**config.mk**
```make
export PLATFORM = sky130hd
export DESIGN_NAME = nak_retry_ctrl
export DESIGN_NICKNAME = d
export VERILOG_FILES = /design/src/rtl/nrc_pkg.sv /design/src/rtl/nrc_pick.sv /design/src/rtl/nrc_slot.sv /design/src/rtl/nrc_mode.sv /design/src/rtl/nak_retry_ctrl.sv
export SDC_FILE = /design/constraint.sdc
export NUM_CORES = 1
export LEC_CHECK = 0
export ABC_AREA = 1
export BUFFER_PORTS_ARGS = -buffer_cell sky130_fd_sc_hd__buf_4
export CORE_ASPECT_RATIO = 0.75
export CORE_MARGIN = 2
export CORE_UTILIZATION = 50
export DETAILED_ROUTE_END_ITERATION = 7
export HOLD_SLACK_MARGIN = 0.08
export PLACE_DENSITY = 0.67
export SLEW_MARGIN = 20
export SYNTH_ARGS = -nofsm -noshare
export SYNTH_HDL_FRONTEND = slang
export SYNTH_SLANG_ARGS = --single-unit
```
**constraint.sdc**
```tcl
create_clock -name clk -period 4.1 [get_ports clk]
set_input_delay 0.41 -clock clk [delete_from_list [all_inputs] [get_ports clk]]
set_output_delay 0.41 -clock clk [all_outputs]
set_load 0.02 [all_outputs]
```
**src/rtl/nrc_pkg.sv**
```systemverilog
package nrc_pkg;

    typedef enum logic [1:0] {
        SL_FREE    = 2'd0,
        SL_ISSUE   = 2'd1,
        SL_WAIT    = 2'd2,
        SL_BACKOFF = 2'd3
    } slot_st_e;

    typedef enum logic [1:0] {
        RSP_ACK  = 2'b00,
        RSP_NAK  = 2'b01,
        RSP_DATA = 2'b10,
        RSP_RSVD = 2'b11
    } rsp_kind_e;

    typedef enum logic {
        MD_NORMAL   = 1'b0,
        MD_MITIGATE = 1'b1
    } mode_e;

endpackage

```
**src/rtl/nrc_pick.sv**
```systemverilog
module nrc_pick #(
    parameter int N     = 4,
    localparam int IDX_W = (N > 1) ? $clog2(N) : 1
) (
    input  logic [N-1:0]     vec_i,
    output logic             found_o,
    output logic [IDX_W-1:0] idx_o,
    output logic [N-1:0]     onehot_o
);
    // Lowest set bit wins: the scan runs downward so the last hit is the lowest.
    always_comb begin
        found_o  = 1'b0;
        idx_o    = '0;
        onehot_o = '0;
        for (int i = N - 1; i >= 0; i--) begin
            if (vec_i[i]) begin
                found_o = 1'b1;
                idx_o   = IDX_W'(i);
            end
        end
        if (found_o) onehot_o[idx_o] = 1'b1;
    end

endmodule

```
**src/rtl/nrc_slot.sv**
```systemverilog
module nrc_slot
    import nrc_pkg::*;
#(
    parameter int ADDR_W    = 16,
    parameter int TIMEOUT   = 256,
    parameter int RETRY_DLY = 4,
    localparam int AGE_W    = $clog2(TIMEOUT + 1),
    localparam int BK_W     = $clog2(RETRY_DLY + 1)
) (
    input  logic              clk,
    input  logic              rst_n,
    input  logic              alloc_i,
    input  logic [ADDR_W-1:0] addr_i,
    input  logic              grant_i,
    input  logic              rsp_hit_i,
    input  logic [1:0]        rsp_kind_i,
    output logic              free_o,
    output logic              issue_o,
    output logic              expired_o,
    output logic [ADDR_W-1:0] addr_o
);
    slot_st_e          st_q, st_d;
    logic [AGE_W-1:0]  age_q;
    logic [BK_W-1:0]   bk_q;
    logic [ADDR_W-1:0] addr_q;
    logic              pos_rsp, nak_rsp;

    assign pos_rsp = rsp_hit_i && (rsp_kind_i == RSP_ACK || rsp_kind_i == RSP_DATA);
    assign nak_rsp = rsp_hit_i && (rsp_kind_i == RSP_NAK);

    // State register
    always_ff @(posedge clk) begin
        if (!rst_n) st_q <= SL_FREE;
        else        st_q <= st_d;
    end

    // Transitions
    always_comb begin
        st_d = st_q;
        unique case (st_q)
            SL_FREE:    if (alloc_i) st_d = SL_ISSUE;
            SL_ISSUE:   if (grant_i) st_d = SL_WAIT;
            SL_WAIT: begin
                if (pos_rsp)      st_d = SL_FREE;
                else if (nak_rsp) st_d = SL_BACKOFF;
            end
            SL_BACKOFF: if (bk_q <= BK_W'(1)) st_d = SL_ISSUE;
            default:    st_d = SL_FREE;
        endcase
    end

    // Outputs
    always_comb begin
        free_o  = 1'b0;
        issue_o = 1'b0;
        unique case (st_q)
            SL_FREE:    free_o  = 1'b1;
            SL_ISSUE:   issue_o = 1'b1;
            SL_WAIT:    ;
            SL_BACKOFF: ;
            default:    ;
        endcase
    end

    assign expired_o = (age_q == AGE_W'(TIMEOUT));
    assign addr_o    = addr_q;

    // Age spans all retries; saturates at the limit.
    always_ff @(posedge clk) begin
        if (!rst_n) begin
            age_q <= '0;
        end else if (st_d == SL_FREE) begin
            age_q <= '0;
        end else if (st_q != SL_FREE && !expired_o) begin
            age_q <= age_q + AGE_W'(1);
        end
    end

    always_ff @(posedge clk) begin
        if (!rst_n) begin
            bk_q <= '0;
        end else if (st_q == SL_WAIT && nak_rsp && !pos_rsp) begin
            bk_q <= BK_W'(RETRY_DLY);
        end else if (st_q == SL_BACKOFF && bk_q != '0) begin
            bk_q <= bk_q - BK_W'(1);
        end
    end

    always_ff @(posedge clk) begin
        if (!rst_n)                       addr_q <= '0;
        else if (st_q == SL_FREE && alloc_i) addr_q <= addr_i;
    end

    AST_NAK_HOLDS_OFF: assert property (@(posedge clk) disable iff (!rst_n)
        (st_q == SL_WAIT && nak_rsp) |=> (st_q == SL_BACKOFF && !issue_o));

    AST_POS_RELEASES: assert property (@(posedge clk) disable iff (!rst_n)
        (st_q == SL_WAIT && pos_rsp) |=> (free_o && age_q == '0));

endmodule

```
**src/rtl/nrc_mode.sv**
```systemverilog
module nrc_mode
    import nrc_pkg::*;
(
    input  logic clk,
    input  logic rst_n,
    input  logic any_expired_i,
    input  logic all_free_i,
    input  logic fgn_valid_i,
    input  logic fgn_gen_i,
    output logic mit_o,
    output logic fgn_accept_o,
    output logic fgn_refuse_o
);
    mode_e md_q, md_d;

    always_ff @(posedge clk) begin
        if (!rst_n) md_q <= MD_NORMAL;
        else        md_q <= md_d;
    end

    always_comb begin
        md_d = md_q;
        unique case (md_q)
            MD_NORMAL:   if (any_expired_i) md_d = MD_MITIGATE;
            MD_MITIGATE: if (!any_expired_i && all_free_i) md_d = MD_NORMAL;
            default:     md_d = MD_NORMAL;
        endcase
    end

    always_comb begin
        mit_o        = 1'b0;
        fgn_accept_o = 1'b0;
        fgn_refuse_o = 1'b0;
        unique case (md_q)
            MD_NORMAL: fgn_accept_o = fgn_valid_i;
            MD_MITIGATE: begin
                mit_o        = 1'b1;
                fgn_accept_o = fgn_valid_i && !fgn_gen_i;
                fgn_refuse_o = fgn_valid_i && fgn_gen_i;
            end
            default: ;
        endcase
    end

    AST_ENTER_ON_EXPIRY: assert property (@(posedge clk) disable iff (!rst_n)
        any_expired_i |=> (md_q == MD_MITIGATE));

    AST_STAY_WHILE_BUSY: assert property (@(posedge clk) disable iff (!rst_n)
        (md_q == MD_MITIGATE && !all_free_i) |=> (md_q == MD_MITIGATE));

endmodule

```
**src/rtl/nak_retry_ctrl.sv**
```systemverilog
module nak_retry_ctrl
    import nrc_pkg::*;
#(
    parameter int DEPTH     = 4,
    parameter int ADDR_W    = 16,
    parameter int TIMEOUT   = 256,
    parameter int RETRY_DLY = 4,
    localparam int SLOT_W   = (DEPTH > 1) ? $clog2(DEPTH) : 1
) (
    input  logic              clk,
    input  logic              rst_n,
    input  logic              req_valid,
    input  logic [ADDR_W-1:0] req_addr,
    output logic              req_accept,
    output logic              send_valid,
    output logic [SLOT_W-1:0] send_slot,
    output logic [ADDR_W-1:0] send_addr,
    input  logic              rsp_valid,
    input  logic [SLOT_W-1:0] rsp_slot,
    input  logic [1:0]        rsp_kind,
    input  logic              fgn_valid,
    input  logic              fgn_gen,
    output logic              fgn_accept,
    output logic              fgn_refuse,
    output logic              mit_mode
);
    logic [DEPTH-1:0]  free_v, issue_v, expired_v, alloc_v, grant_v, free_oh, issue_oh;
    logic [ADDR_W-1:0] slot_addr [DEPTH];
    logic              any_free, any_issue;
    logic [SLOT_W-1:0] free_idx, issue_idx;

    nrc_pick #(.N(DEPTH)) i_free_pick (
        .vec_i(free_v), .found_o(any_free), .idx_o(free_idx), .onehot_o(free_oh)
    );

    nrc_pick #(.N(DEPTH)) i_issue_pick (
        .vec_i(issue_v), .found_o(any_issue), .idx_o(issue_idx), .onehot_o(issue_oh)
    );

    assign req_accept = req_valid && any_free;
    assign alloc_v    = req_valid ? free_oh : '0;
    assign grant_v    = issue_oh;
    assign send_valid = any_issue;
    assign send_slot  = issue_idx;
    assign send_addr  = slot_addr[issue_idx];

    for (genvar g = 0; g < DEPTH; g++) begin : g_slot
        nrc_slot #(
            .ADDR_W(ADDR_W), .TIMEOUT(TIMEOUT), .RETRY_DLY(RETRY_DLY)
        ) i_slot (
            .clk       (clk),
            .rst_n     (rst_n),
            .alloc_i   (alloc_v[g]),
            .addr_i    (req_addr),
            .grant_i   (grant_v[g]),
            .rsp_hit_i (rsp_valid && rsp_slot == SLOT_W'(g)),
            .rsp_kind_i(rsp_kind),
            .free_o    (free_v[g]),
            .issue_o   (issue_v[g]),
            .expired_o (expired_v[g]),
            .addr_o    (slot_addr[g])
        );
    end

    nrc_mode i_mode (
        .clk          (clk),
        .rst_n        (rst_n),
        .any_expired_i(|expired_v),
        .all_free_i   (&free_v),
        .fgn_valid_i  (fgn_valid),
        .fgn_gen_i    (fgn_gen),
        .mit_o        (mit_mode),
        .fgn_accept_o (fgn_accept),
        .fgn_refuse_o (fgn_refuse)
    );

    AST_FULL_REFUSE: assert property (@(posedge clk) disable iff (!rst_n)
        (req_valid && free_v == '0) |-> !req_accept);

    AST_SEND_SINGLE: assert property (@(posedge clk) disable iff (!rst_n)
        send_valid |-> ($onehot(grant_v) && issue_v[send_slot]));

    AST_FGN_EXCLUSIVE: assert property (@(posedge clk) disable iff (!rst_n)
        fgn_valid |-> (fgn_accept ^ fgn_refuse));

endmodule

```
Word level (Yosys, flattened, before mapping)
Cells that the tools add are included.
{"block": "totals", "reg_bits": 121, "inputBits": 26, "out_inout_bits": 23, "word_cells": 215}
{"block": "op_classes", "n_addsub": 8, "n_lt_le_gt_ge": 9, "n_eq_ne": 21, "muxes": 72, "n_bitwise": 3, "reduce_logical": 81}
{"cell": "2-to-1 mux 2 bit", "n": 28}
{"cell": "logical AND 1 bit", "n": 38}
{"cell": "adder 9 x 1 -> 9 bit (second input constant)", "n": 4}
{"cell": "equality test 9 bit (second input constant)", "n": 4}
{"cell": "binary-select mux 16 bit (select 2 bit)", "n": 1}
{"cell": "2-to-1 mux 16 bit", "n": 2}
{"cell": "one-hot mux 2 bit (4 select lines)", "n": 4}
{"cell": "2-to-1 mux 3 bit", "n": 8}
{"cell": "equality test 2 bit (second input constant)", "n": 11}
{"cell": "2-to-1 mux 1 bit", "n": 22}
{"cell": "zero test 2 bit", "n": 10}
{"cell": "nonzero test 2 bit", "n": 8}
{"cell": "OR reduction 2 bit", "n": 8}
{"cell": "equality test 2 x 1 -> 1 bit (second input constant)", "n": 6}
{"cell": "<= comparator 3 x 1 -> 1 bit (second input constant)", "n": 4}
{"cell": "2-to-1 mux 4 bit", "n": 3}
{"cell": "nonzero test 3 bit", "n": 4}
{"cell": "subtractor 3 x 1 -> 3 bit (second input constant)", "n": 4}
{"cell": "zero test 1 bit", "n": 10}
{"cell": "less-than comparator 2 x 3 -> 1 bit (second input constant)", "n": 2}
{"cell": "demux 1 bit (select 2 bit)", "n": 2}
{"cell": "greater-or-equal comparator 2 x 1 -> 1 bit (second input constant)", "n": 2}
{"cell": "one-hot mux 1 bit (2 select lines)", "n": 2}
{"cell": "AND reduction 4 bit", "n": 1}
{"cell": "other kinds (5)", "n": 6}

Longest topological paths before layout
Gate-level depths: netlist of run 1.
{"block": "logic_depth", "ltp_word": 16, "depth_mapped": 12, "ltp_nobuf": 12}

By module
From an unflattened synthesis of run 1, not the netlist that was laid out.
{"block": "unflattened", "cells_unflattened": 1223, "hier_area_um2": 7313.3}
{"mod": "nrc_slot", "n_inst": 4, "cells_each": 244, "area_each_um2": 1562.7, "seq_area_each_um2": 600.6}
{"mod": "nak_retry_ctrl", "n_inst": 1, "cells_each": 211, "area_each_um2": 897.1, "seq_area_each_um2": 0.0}
{"mod": "nrc_pick", "n_inst": 2, "cells_each": 13, "area_each_um2": 52.6, "seq_area_each_um2": 0.0}
{"mod": "nrc_mode", "n_inst": 1, "cells_each": 10, "area_each_um2": 60.1, "seq_area_each_um2": 20.0}

Least setup slack after synthesis of run 1
No wires, ideal clock.
{"block": "synth_timing", "path_kind": "reg-to-output", "start": "register g_slot[2].i_slot.st_q[0]", "end": "output port send_addr[2]", "arrival_ns": 1.379, "required_time_ns": 3.690, "slack_ns": 2.311, "path_stages_with_launch": 8, "path_buffers": 1, "path_cell_list": "dfxtp_1 > nand2_1 > nand2_2 > nand2_1 > nand2_2 > buf_4 > o21ai_0 > o21bai_1"}
{"block": "synth_between", "elab_chain_len": 9}
{"item": "from (decl)", "line": "nrc_slot.sv:22", "text": "slot_st_e st_q, st_d;"}
{"item": "from (signal assigned)", "line": "nrc_slot.sv:34", "text": "else st_q <= st_d;"}
{"item": "equality test 2 x 1 -> 1 bit", "line": "nrc_slot.sv:56", "text": "unique case (st_q)"}
{"item": "2-to-1 mux 1 bit", "line": "nrc_slot.sv:56"}
{"item": "2-to-1 mux 2 bit (3 in series)", "line": "nrc_pick.sv:16", "text": "if (vec_i[i]) begin"}
{"item": "NOT 2 -> 3 bit (not written as such)", "line": "nak_retry_ctrl.sv:45", "text": "assign send_addr = slot_addr[issue_idx];"}
{"item": "binary-select mux 16 bit (select 2 bit)", "line": "nak_retry_ctrl.sv:45"}
{"item": "2-to-1 mux 16 bit (not written as such) (2 in series)", "line": "nak_retry_ctrl.sv:45"}
{"item": "to (decl)", "line": "nak_retry_ctrl.sv:17", "text": "output logic [ADDR_W-1:0] send_addr,"}
Every way passes these cells. The select of a mux whose other input is x is not followed.

Final worst setup path of run 1
{"block": "layout_timing", "start": "register g_slot[2].i_slot.st_q[0]", "end": "output port send_addr[14]"}
The elaborated chain is that of the path after synthesis.

==> flow_summary.ini, run 1 <==
[status]
outcome = finished, final reports clean

[run]
cap_violations = 0

[floorplan]
die_height_um = 102
rows = 35
die-area_um2 = 13700
initial_core_util_pct = 51.5
io_pins = 49
die_w_um = 134
core_area_um2 = 12300

[timing]
hold_viol = 0
setup_viol = 0
period_minus_slack_ns = 2.58
slew_viol_final = 0
rsz0062_at_grt = false
fmax_ghz = 0.388
fin_skew_ns = 0.0105
worst_slew_pin_slew_ns = 1.08
slew_headroom_pct = 28.1
fin_crit_sh_pct = 62.9
setup-tns-final_ns = 0

[layout]
synthToLayoutAreaGrowth_pct = 16.7
n_fill_cell = 1185
finalNetCount = 1045
drive_gt1_share_pct = 10.7
n_antenna_cell = 0
layout_commonest_cell = nand2_1
mostFrequentLayoutCells = nand2_1 (282), inv_1 (140), dfxtp_1 (121)

[power_and_ir_drop]
p_seq_share_pct = 38.7
power_leakage_nw = 3.40
switching_share_pct = 25.6
finalPower_mw = 3.19
power_frac_clock_pct = 50.2
ir_worst_vdd_mv = 0.289
p_switching_mw = 0.818
p_comb_share_pct = 11.2
internal-power_mw = 2.37
powerDensity_nw_per_um2 = 430

[logic_synthesis]
syn_area_um2 = 6360
async_flop_share_pct = 0
synth.net_count = 1004
synth-seq-cells = 121
syn_inst = 958
synth_top_area_share_pct = 38.1
seq_area_frac_synth_pct = 38.1
synth_area_leaders = dfxtp_1 (38%), nand2_1 (17%), inv_1 (8.3%)
yosysTopAreaCell = dfxtp_1
synth-edff-count = 0
yosysUniqueCellTypes = 35
ys_warn_count = 0
synth-main-ff-cell = dfxtp_1
syn_area_per_cell_um2 = 6.64

[worst_setup_path]
cp_max_fo = 33
startpoint_type = register
critPathCaptureType = output port
crit_type = reg2out
timing.reg2reg.worst_path_depth = 7
worstPathArrival_ns = 2.17
cp_data_required_time_ns = 3.69

[global_route]
grt_pass1_vias = 5236
grt_pass1_wl_mm = 25.2
grtUsageTotal_pct = 23.1
grt_max_degree = 63
antenna_found_initial = 0
gr-total-overflow = 0

[route]
num_vias = 5721
drtIter0Drc = 397
first_pass_iters = 5
avgRoutedWirePerCell_um = 12.6
drc = 0
antenna_left = 0
finalWirelength_mm = 14.8
viasPerCell = 4.86

[clock_network]
clk_pin_slew_ns = 0.06
numCtsBuffers = 17
cts_hold_buf = 0
cts-root-buf = clkbuf_16
clockBufferDepth = 2
cts_resized = 0
cts_max_level = 4
cts_tree = yes
post_cts_buffers = 0
clock_latency_ns = 0.42
cts_sinks = 121

[placed_design]
gp_congestion = 0.809
port_buffers = 48
dpl.hpwl_mm = 10.1

[min_path]
whs_path_depth = 3
hold_class = in2reg
-- sequential cells by signal, summed over array words and instances (netlist names) --
name / cells
g_slot.i_slot.age_q: 36
i_mode.md_q: 1
g_slot.i_slot.addr_o: 64
g_slot.i_slot.st_q: 8
g_slot.i_slot.bk_q: 12
-- synthesized netlist by cell type, types with 6 or more instances --
library cell,instances
nor2_2,6
ha_1,20
a21oi_1,64
o21bai_1,16
clkbuf_1,11
inv_1,140
nand3_1,33
xor2_1,16
dfxtp_1,121
nor2_1,100
o21ai_0,87
buf_2,6
nand2_2,8
nand2_1,282
nand4_1,8
-- power by group through the flow --
stage               Combinational [mW]  Sequential [mW]  Clock (mW)
CTS                              0.358             1.23        1.62
finish                           0.357             1.23        1.60
detailed placement               0.356             1.26           0
floorplan                        0.235             1.25           0
global placement                 0.357             1.26           0
global route                     0.396             1.23        1.68
-- cells by family (layout without fill, tap and decap cells) --
| family | after synthesis | count (layout) | synth area share (%) |
|---|---|---|---|
| DFF | 121 | 121 | 38.1 |
| and+or+nand+nor | 456 | 456 | 30.4 |
| AOI/OAI and AO/OA | 174 | 174 | 14.4 |
| xor gates and xnor gates | 19 | 19 | 2.62 |
| adders and majority gates | 20 | 20 | 3.93 |
| buffers and inverters | 168 | 222 | 10.6 |
-- per-layer routing --
layer | share of wire, % | routed length [um] | GRT usage (%) | vias to the layer above
met3 | 5.0 | 743 | 4.60 | 16
met5 | 0 | 0 | 0 | -
li1 | - | - | - | 3062
met1 | 52 | 7750 | 33.3 | 2528
met2 | 41 | 6160 | 34.8 | 115
met4 | 1.3 | 189 | 7.61 | 0
-- area by class of cell --
class | instances | area [um2] | area share, %
clock buffers | 18 | 439 | 5.92
well taps | 166 | 208 | 2.80
clock inverters | 14 | 196 | 2.65
repair buffers | 48 | 360 | 4.86
inverters | 142 | 533 | 7.18
multi-input cells | 669 | 3260 | 44.0
flip-flops and latches | 121 | 2420 | 32.6
-- per-stage QoR --
step           utilization, %  setup slack (ns)  hold WS (ns)  instances  instance area [um2]
2_1_floorplan               -              2.31         0.424        958                 6360
3_3_place_gp             55.0              1.95         0.445       1146                 6790
3_5_place_dp             55.0              1.89         0.447       1146                 6790
4_1_cts                  60.1              1.51         0.257       1178                 7420
5_1_grt                  60.1              1.25         0.266       1178                 7420
6_report                 60.1              1.52         0.269       1178                 7420
-- path summary, 6_finish.rpt --
path,start,endpoint,slack (ns)
max reg2reg,g_slot[0].i_slot.st_q[0],g_slot[0].i_slot.age_q[6],1.88
max,g_slot[2].i_slot.st_q[0],send_addr[14],1.52
min,req_addr[14],g_slot[1].i_slot.addr_o[14],0.27
min reg2reg,g_slot[2].i_slot.addr_o[2],g_slot[2].i_slot.addr_o[2],0.45
-- critical path, stage by stage (launching register included) --
cell and delay (ns):
dfxtp_1 0.45, nand2_1 0.13, nand2_2 0.14, nand2_1 0.08, nand2_2 0.43, o21ai_0 0.19
o21bai_1 0.17, buf_4 0.16
(Power assumes the default switching activity.)
==> run 2: changes to the inputs <==
Clock period 4.1 ns to 2.4 ns, I/O delays scaled along.
==> run 2 against run 1 <==
Non-clock buffer count up 4. Critical path depth up 1. Cell area up 1.2%. Critical path type unchanged.
==> flow_summary.ini, run 2 (same netlist as run 1, synthesis figures left out) <==
[status]
outcome = finished, final reports clean

[layout]
finish.utilization_pct = 60.8
stdcell_count = 1181
synthToLayoutAreaGrowth_pct = 18.0
finalNetCount = 1049
drive_gt1_share_pct = 11.0
layout_commonest_cell = nand2_1
n_antenna_cell = 0
largest_reg_flops = 64
n_fill_cell = 1200
mostFrequentLayoutCells = nand2_1 (282), inv_1 (140), dfxtp_1 (120)

[worst_setup_path]
critPathCaptureType = output port
crit_type = reg2out
path_cells = inv_1, nand2_4, nand2_2, nor2_8, nand2_1, o21ai_0, o21bai_1, buf_4
crit_slowest_cell = dfxtp_1
worstPathArrival_ns = 2.00
startpoint_type = register
max_stage_delay_ns = 0.38
r2r_slack_ns = 0.73
cp_data_required_time_ns = 2.16
cp_max_fo = 19

[placed_design]
dpl.hpwl_mm = 9.90
dp_cells = 1150
port_buffers = 48
gp_congestion = 0.826

[route]
first_pass_iters = 5
avgRoutedWirePerCell_um = 12.6
antenna_left = 0
drtIter0Drc = 400
viasPerCell = 4.84
num_vias = 5715
finalWirelength_mm = 14.9
drc = 0

[clock_network]
cts_max_level = 4
numCtsBuffers = 17
cts_sinks = 121
cts_tree = yes
clockBufferDepth = 2
clk_pin_slew_ns = 0.06
post_cts_buffers = 0
clock_latency_ns = 0.42
cts-root-buf = clkbuf_16

[floorplan]
die_w_um = 134
die_height_um = 102
core_area_um2 = 12300
io_pins = 49
die-area_um2 = 13700
rows = 35
initial_core_util_pct = 51.5

[global_route]
grt_pass1_vias = 5080
grt_max_degree = 63
grt_pass1_wl_mm = 24.7
grtUsageTotal_pct = 22.8
gr-total-overflow = 0
antenna_found_initial = 0

[timing]
worst_slew_pin_slew_ns = 0.597
fin_crit_sh_pct = 93.4
setup-tns-final_ns = 0
setup_viol = 0
slew_headroom_pct = 60.2
slew_viol_final = 0
fin_hold_ws_ns = 0.102
period_minus_slack_ns = 2.24
fmax_ghz = 0.446
hold_viol = 0
fin_skew_ns = 0.00574

[power_and_ir_drop]
switching_share_pct = 24.4
p_switching_mw = 1.37
p_seq_share_pct = 37.5
power_leakage_nw = 3.45
ir_worst_vdd_mv = 0.507
internal-power_mw = 4.25
p_comb_share_pct = 11.2
power_frac_clock_pct = 51.3
powerDensity_nw_per_um2 = 748
finalPower_mw = 5.62

[min_path]
hold_class = in2reg

[run]
cap_violations = 0
==> run 2: cell count changes in the layout (fill, tap and decap cells not counted), moves of 2 or more <==
cell,before,now
buf_4,48,52
clkinvlp_4,3,1
clkinv_2,2,4
inv_6,2,0
bufinv_16,4,6
==> run 2: repair_timing <==
| item | CTS | global route |
|---|---|---|
| gates resized for setup | 1 | 4 |
| gates cloned | 0 | 0 |
| endpoints found under the setup margin | 5 | 7 |
| hold buffers | 0 | 0 |
==> run 2: final cells by class <==
class,instances,area [um2],share of cell area [%]
clock buffers,18,439,5.85
clock inverters,13,225,3.00
inverters,142,533,7.10
multi-input cells,669,3290,43.8
flip-flops and latches,121,2420,32.3
well taps,166,208,2.77
repair buffers,52,390,5.20
==> run 2: stage by stage <==
step	setup slack (ns)	area, um2
6_report	0.157	7510
5_1_grt	-0.0122	7510
4_1_cts	0.0460	7490
3_5_place_dp	0.397	6820
3_3_place_gp	0.477	6820
2_1_floorplan	0.781	6360
==> run 2: worst paths after layout <==
check / startpoint / endpoint / depth (start not counted)
min: req_addr[11] / g_slot[1].i_slot.addr_o[11] / 3
min reg2reg: g_slot[2].i_slot.addr_o[8] / g_slot[2].i_slot.addr_o[8] / 2
max reg2reg: g_slot[1].i_slot.age_q[0] / g_slot[1].i_slot.age_q[3] / 11
max: g_slot[0].i_slot.st_q[1] / send_addr[10] / 8
==> run 2: layer usage <==
layer	GRT usage (%)	routed length (um)	up-vias
li1	-	-	3063
met4	8.02	166	0
met5	0	0	-
met2	33.8	6200	128
met1	32.6	7730	2509
met3	5.01	779	15
==> run 2: worst max-delay path, delay by kind of cell (launching register included) <==
family	cells	cell delay [ns]
AO/OA/AOI/OAI	2	0.25
AND/OR/NAND/NOR	4	0.69
flip-flops	1	0.38
buffers and inverters	2	0.27
==> run 2: power groups by stage <==
stage,clock (mW),combinational (mW),sequential [mW]
2_1_floorplan,0,0.401,2.14
5_1_grt,3.01,0.697,2.11
3_3_place_gp,0,0.613,2.15
4_1_cts,2.93,0.622,2.10
3_5_place_dp,0,0.617,2.15
6_report,2.88,0.630,2.11
==> run 3: changes to the inputs <==
Settings changed: ABC_AREA 1 to not set, PLACE_DENSITY 0.67 to 0.68.
==> run 3 against run 2 <==
Cell area down 8.3%. Synthesized cell count shrank 27%. Fmax fell by 0.67%. Combinational power down 31%.
==> flow_summary.ini, run 3 <==
[status]
outcome = finished, final reports clean

[power_and_ir_drop]
p_seq_share_pct = 40.3
p_switching_mw = 1.26
power_leakage_nw = 2.58
p_comb_share_pct = 8.4
internal-power_mw = 3.92
power_frac_clock_pct = 51.3
powerDensity_nw_per_um2 = 751
ir_worst_vdd_mv = 0.577
switching_share_pct = 24.3

[placed_design]
dp_cells = 873
place_area_um2 = 6240
port_buffers = 48
dpl.hpwl_mm = 9.53
place_ws_ns = 0.270
gp_congestion = 0.788

[logic_synthesis]
synth.net_count = 746
synthMostInstantiatedCell = nand2_1
yosysTopAreaCell = dfxtp_1
synth_area_leaders = dfxtp_1 (42%), nand2_1 (10%), a21oi_1 (7.3%)
synth-seq-cells = 121
syn_area_per_cell_um2 = 8.18
synth-main-ff-cell = dfxtp_1
synth_top_cells_by_count = nand2_1 (157), dfxtp_1 (121), a21oi_1 (83)
ys_warn_count = 0
async_flop_share_pct = 0
syn_area_um2 = 5730
synth-edff-count = 0
synth_top_area_share_pct = 42.3
seq_area_frac_synth_pct = 42.3
yosysUniqueCellTypes = 60
syn_inst = 700

[global_route]
antenna_found_initial = 0
grtUsageTotal_pct = 23.5
gr-total-overflow = 0
grt_max_degree = 39
grt_pass1_vias = 4719
grt_pass1_wl_mm = 23.3

[timing]
fin_crit_sh_pct = 94.1
setup-tns-final_ns = 0
fin_skew_ns = 0.0114
period_minus_slack_ns = 2.26
slew_headroom_pct = 58.3
worst_slew_pin_slew_ns = 0.621
slew_viol_final = 0
setup_slack_ns = 0.142
rsz0062_at_grt = false
setup_viol = 0
hold_viol = 0
fmax_ghz = 0.443

[worst_setup_path]
worstPathArrival_ns = 2.02
cp_max_fo = 17
path_cells = nand2b_2, nor2_1, o21ai_2, buf_8, mux2i_1, o21ai_0, buf_4
crit_type = reg2out
crit_slowest_cell = dfxtp_1
cp_data_required_time_ns = 2.16
path_delay_family = flip-flops
critPathBufInv = 2
startpoint_type = register
critPathCaptureType = output port
max_stage_delay_ns = 0.49

[route]
wl_met3_um = 863
finalWirelength_mm = 14.2
first_pass_iters = 5
drtIter0Drc = 374
antenna_left = 0
avgRoutedWirePerCell_um = 15.7
met2_length_mm = 6.76
wl_met1_mm = 6.39
viasPerCell = 5.58
drc = 0
num_vias = 5052
highest_layer = met4

[run]
cap_violations = 0

[clock_network]
numCtsBuffers = 17
cts_tree = yes
clock_latency_ns = 0.42
clk_pin_slew_ns = 0.06
cts-root-buf = clkbuf_16
cts_max_level = 4
cts_sinks = 121
clockBufferDepth = 2

[layout]
post-route-cell-area_um2 = 6890
stdcell_count = 905
finalNetCount = 798
mostFrequentLayoutCells = nand2_1 (157), dfxtp_1 (120), a21oi_1 (83)
multi_input_area_um2 = 3040
drive_gt1_share_pct = 16.1
largest_reg_flops = 64
n_antenna_cell = 0
n_fill_cell = 968
regArea_um2 = 2420
synthToLayoutAreaGrowth_pct = 20.2
layout_commonest_cell = nand2_1

[floorplan]
rows = 33
die_w_um = 128
die-area_um2 = 12300
io_pins = 49
die_height_um = 96.7
core_area_um2 = 11100
initial_core_util_pct = 51.8

[min_path]
hold_class = in2reg
run 3: logic make-up after synthesis:
family / count (synthesis) / share of synthesized area, %
buffers and inverters: 63 / 5.05
AOI/OAI and AO/OA: 153 / 16.3
DFF: 121 / 42.3
muxes: 16 / 2.80
and+or+nand+nor: 288 / 23.2
adders and majority gates: 20 / 4.37
xor gates and xnor gates: 39 / 5.96
run 3: area by class of cell:
class,count,area share [%]
Clock buffer,19,6.58
Clock inverter,13,2.44
Inverter,26,1.42
Multi-Input combinational cell,516,44.1
Sequential cell,121,35.2
Tap cell,140,2.54
Timing Repair Buffer,70,7.74
run 3: power by group through the flow:
stage | clock network, mW | registers, mW | logic (mW)
after floorplan | 0 | 2.12 | 0.273
after global placement | 0 | 2.13 | 0.420
after detailed placement | 0 | 2.13 | 0.429
after CTS | 2.68 | 2.08 | 0.433
after global routing | 2.78 | 2.09 | 0.477
final | 2.65 | 2.08 | 0.437
run 3: metrics by stage:
step | power [mW] | util [%] | hold WS (ns)
after floorplan | 2.39 | - | 0.376
after global placement | 2.55 | 56.4 | 0.441
after detailed placement | 2.56 | 56.4 | 0.446
after CTS | 5.20 | 62.1 | 0.0820
after global routing | 5.34 | 62.2 | 0.0868
final | 5.17 | 62.2 | 0.0924
run 3: repair_timing:
action / in CTS / in global routing
resized for setup: 2 / 5
endpoints found under the hold margin: 0 / 0
hold buffers: 0 / 0
setup buffers: 0 / 0
setup endpoints to repair: 16 / 16
run 3: final timing paths:
kind | end | slack (ns) | depth (start not counted) | startpoint
worst max-delay path | send_addr[0] | 0.14 | 7 | g_slot[3].i_slot.st_q[0]
worst min-delay path | g_slot[1].i_slot.addr_o[4] | 0.09 | 3 | req_addr[4]
worst min register to register | g_slot[2].i_slot.addr_o[6] | 0.45 | 2 | g_slot[2].i_slot.addr_o[6]
worst max register to register | g_slot[3].i_slot.age_q[1] | 0.59 | 6 | g_slot[0].i_slot.st_q[0]
run 3: worst reg2reg max path, delay by kind of cell, from the launching register on:
kind	cells	cell delay, ns
buffers and inverters	1	0.16
AO/OA/AOI/OAI	1	0.42
flip-flops	1	0.39
AND/OR/NAND/NOR	4	0.72
run 3: per-layer routing:
layer	GRT usage, %	vias up
li1	-	2468
met1	30.9	2409
met2	37.5	154
met3	6.31	21
met4	7.52	0
met5	0	-
